### config.mk
export PLATFORM = sky130hd
export DESIGN_NAME = prio_enc16
export DESIGN_NICKNAME = d
export VERILOG_FILES = /design/src/rtl/pe_pkg.sv /design/src/rtl/pe_grant.sv /design/src/rtl/pe_code.sv /design/src/rtl/pe_stage.sv /design/src/rtl/prio_enc16.sv
export SDC_FILE = /design/constraint.sdc
export NUM_CORES = 1
export LEC_CHECK = 0
export ABC_AREA = 1
export BUFFER_PORTS_ARGS = -buffer_cell sky130_fd_sc_hd__buf_4
export CAP_MARGIN = 10
export CORE_AREA = 5 5 42 44
export DETAILED_ROUTE_END_ITERATION = 16
export DIE_AREA = 0 0 47 49
export PLACE_DENSITY = 0.67
export SETUP_SLACK_MARGIN = 0.05
export SLEW_MARGIN = 20
export SYNTH_ARGS = -nofsm -noshare
export SYNTH_HDL_FRONTEND = slang
export SYNTH_HIERARCHICAL = 1
export SYNTH_SLANG_ARGS = --single-unit
### constraint.sdc
create_clock -name vclk -period 3.3
set_clock_uncertainty 0.15 [all_clocks]
set_input_delay 0.33 -clock vclk [all_inputs]
set_output_delay 0.33 -clock vclk [all_outputs]
set_load 0.05 [all_outputs]
### src/rtl/pe_pkg.sv
package pe_pkg;
  localparam int STAGE_W_DEF = 8;

  // true when bit b of index idx is set
  function automatic logic idx_bit(int idx, int b);
    return ((idx >> b) & 1) != 0;
  endfunction
endpackage

### src/rtl/pe_grant.sv
module pe_grant #(
  parameter int W = 8
) (
  input  logic [W-1:0] req,
  output logic [W-1:0] grant,
  output logic         any
);
  logic [W:0] above;

  assign above[W] = 1'b0;

  generate
    for (genvar i = W - 1; i >= 0; i--) begin : g_term
      assign above[i] = above[i+1] | req[i];
      assign grant[i] = req[i] & ~above[i+1];
    end
  endgenerate

  assign any = above[0];

  always_comb begin

    onehot_grant_chk: assert ($onehot0(grant))
      else $error("grant vector is not one-hot");

    grant_any_chk: assert ((|grant) == (|req))
      else $error("grant presence disagrees with requests");
  end
endmodule

### src/rtl/pe_code.sv
module pe_code #(
  parameter int W  = 8,
  parameter int CW = $clog2(W)
) (
  input  logic [W-1:0]  grant,
  output logic [CW-1:0] code
);
  import pe_pkg::*;

  generate
    for (genvar b = 0; b < CW; b++) begin : g_bit
      logic [W-1:0] sel;
      for (genvar i = 0; i < W; i++) begin : g_sel
        assign sel[i] = idx_bit(i, b) & grant[i];
      end
      assign code[b] = |sel;
    end
  endgenerate
endmodule

### src/rtl/pe_stage.sv
module pe_stage #(
  parameter int W  = 8,
  parameter int CW = $clog2(W)
) (
  input  logic [W-1:0]  req_n,
  input  logic          en_n,
  output logic [CW-1:0] code_n,
  output logic          gs_n,
  output logic          eo_n
);
  logic [W-1:0]  req;
  logic [W-1:0]  grant;
  logic          any;
  logic          en;
  logic [CW-1:0] code;

  assign req = ~req_n;
  assign en  = ~en_n;

  pe_grant #(.W(W)) u_grant (
    .req   (req),
    .grant (grant),
    .any   (any)
  );

  pe_code #(.W(W), .CW(CW)) u_code (
    .grant (grant),
    .code  (code)
  );

  assign code_n = (en && any) ? ~code : '1;
  assign gs_n   = ~(en & any);
  assign eo_n   = ~(en & ~any);

  always_comb begin

    off_quiet_chk: assert (!en_n || (&code_n && gs_n && eo_n))
      else $error("disabled stage drives an output");

    flag_excl_chk: assert (en_n || (gs_n != eo_n))
      else $error("enabled stage flags not exclusive");

    idle_code_chk: assert (!gs_n || (&code_n))
      else $error("index driven without a request");
  end
endmodule

### src/rtl/prio_enc16.sv
module prio_enc16 #(
  parameter  int STAGE_W = pe_pkg::STAGE_W_DEF,
  localparam int CW      = $clog2(STAGE_W)
) (
  input  logic [2*STAGE_W-1:0] req_n,
  input  logic                 en_n,
  output logic [CW:0]          idx_n,
  output logic                 gs_n,
  output logic                 eo_n
);
  logic [CW-1:0] hi_code_n;
  logic [CW-1:0] lo_code_n;
  logic          hi_gs_n;
  logic          hi_eo_n;
  logic          lo_gs_n;
  logic          lo_eo_n;

  pe_stage #(.W(STAGE_W), .CW(CW)) u_hi (
    .req_n  (req_n[2*STAGE_W-1:STAGE_W]),
    .en_n   (en_n),
    .code_n (hi_code_n),
    .gs_n   (hi_gs_n),
    .eo_n   (hi_eo_n)
  );

  // lower stage is enabled only by an idle upper stage
  pe_stage #(.W(STAGE_W), .CW(CW)) u_lo (
    .req_n  (req_n[STAGE_W-1:0]),
    .en_n   (hi_eo_n),
    .code_n (lo_code_n),
    .gs_n   (lo_gs_n),
    .eo_n   (lo_eo_n)
  );

  // active-low OR of the two codes is an AND
  assign idx_n = {hi_gs_n, hi_code_n & lo_code_n};
  assign gs_n  = hi_gs_n & lo_gs_n;
  assign eo_n  = lo_eo_n;

  always_comb begin

    one_stage_chk: assert (hi_gs_n || lo_gs_n)
      else $error("both stages claim a request");

    lo_gated_chk: assert (!(~&req_n[2*STAGE_W-1:STAGE_W] && !en_n) || lo_gs_n)
      else $error("lower stage active while upper has a request");
  end
endmodule

==> key figures <==
Routing
  • Routed len/inst: 6.59 um
  • DR pass1 iterations: 4
  • Antenna-violating nets left: 0
  • Vias/cell: 4.02
  • DR vias: 518
  • Initial DRC count: 5
  • DRC Markers: 0
  • Routed WL: 850 um

Logic synthesis
  • Post-Syn Area: 415 um^2
  • Synth warn: 6
  • Synth Instances: 93
  • Syn Area/Cell: 4.47 um^2
  • Synth Net Count: 110

Global routing
  • Grt ovf: 0
  • Vias in the first global route: 450
  • Global-route wire length before repair: 1.51 mm
  • Largest net degree at the start of global routing: 7
  • Antenna violations before repair: 0
  • Total GRT Usage: 7.79%

Pwr
  • Clock power share: 0%
  • Switching Share: 58.7%
  • Pwr Total: 0.0000654 W
  • Int Pwr: 0.0000270 W
  • Leak: 0.415 nW
  • Combinational fraction of design power: 100.0%
  • Part of the power in registers: 0%
  • Power Density: 112 mW/mm^2
  • Net Sw Power: 0.0000384 W
  • Peak VDD IR: 0.0364 mV

Layout
  • Commonest non-fill, non-tap cell in the layout: inv_1
  • Most frequent cells in the layout: 38 x inv_1, 23 x buf_4, 14 x nand2_1, 14 x nor2_1
  • FF/Latch Area: 0 um^2
  • Syn-to-layout area delta: 41.0%
  • Seq_cells: 0
  • Clkbuf count: 0
  • ANT cells: 0
  • Share of cells above drive strength 1: 27.4%
  • Final #Nets: 132

STA
  • Worst setup margin: 1240 ps
  • # setup viols final: 0
  • Unrepaired setup endpoints after global routing: false
  • Worst rel slew slack: 84.0%
  • Final setup TNS: 0 ps
  • Fmax: 0.487 GHz
  • Fin. Hold Viols: 0
  • Slew @ Worst Pin: 238 ps
  • Final min period: 2060 ps
  • Period Utilization, post-route: 62.3%
  • Slew Limit Fails: 0

Critical path
  • Critical path arrival: 1580 ps
  • Top delay family on crit path: simple AND/OR/NAND/NOR gates
  • Crit end category: output port
  • Critical path launch point type: input port
  • CP most frequent cell: inv_1
  • WP buf/inv: 6
  • Crit path from: req_n[15]
  • Worst path depth: 13
  • Critical setup path kind: in2out
  • CP Cell Sequence: buf_4 > inv_1 > nor2_2 > nand3_2 > nor2_2 > nand4_1 > inv_1 > nand2_1 > inv_1 > nand3_1 > nand2_1 > inv_1 > buf_4
  • Slowest CP cell: buf_4
  • Req. time, crit path: 2820 ps
  • Slowest stage delay, CP: 180 ps
  • CP max FO: 6

Status
  • Status: finished, final reports clean

Floorplanning
  • Initial core utilization: 29.6%
  • Die area: 0.00230 mm^2
  • Chip width: 47 um
  • Num rows: 14
  • Core Region: 0.00140 mm^2
  • Die H: 49 um
  • I/O pin count: 23

Min path
  • WHS Path Cells: 4
  • Hold Startpoint: en_n
  • Worst min path class: in2out

Clocking
  • Hold buffer count at cts: 0
  • Resized Gates After CTS: 0
  • Post-CTS Setup Bufs: 0

Job
  • Max_cap viols: 0

Placed design
  • IO buf count: 23
  • Post-place setup slack: 1230 ps
  • GPL Wtd Cong: 0.748
  • DP Wirelength: 801 um
[power by group through the flow]
stage               Clock [W]  Sequential, W  Combinational, W
floorplan                   0              0         0.0000437
global placement            0              0         0.0000651
detailed placement          0              0         0.0000660
CTS                         0              0         0.0000661
global route                0              0         0.0000731
finish                      0              0         0.0000654
[routing by layer]
| layer | vias to the layer above | part of all wire, % | GRT usage (%) |
|---|---|---|---|
| met2 | 13 | 45 | 14.3 |
| li1 | 305 | - | - |
| met1 | 200 | 44 | 10.0 |
| met4 | 0 | 0 | 0 |
| met5 | - | 0 | 0 |
| met3 | 0 | 11 | 0.738 |
[layout make-up]
cell class                 count  area (um^2)
inverter                      38          143
timing repair buffer          23          173
tap                           16         20.0
fill                         163          816
multi-input combinational     52          250
[final timing paths]
path / to / slack, ps
hold / removal: idx_n[3] / 930
setup / recovery: idx_n[2] / 1240
[metrics by stage]
stage	cell area, um^2	instances	util (%)	hold slack [ps]
after floorplan	415	93	-	820
after global placement	586	129	41.8	928
after detailed placement	586	129	41.8	938
after CTS	586	129	41.8	939
after global routing	586	129	41.8	999
final	586	129	41.8	933
(Power assumes the default switching activity.)
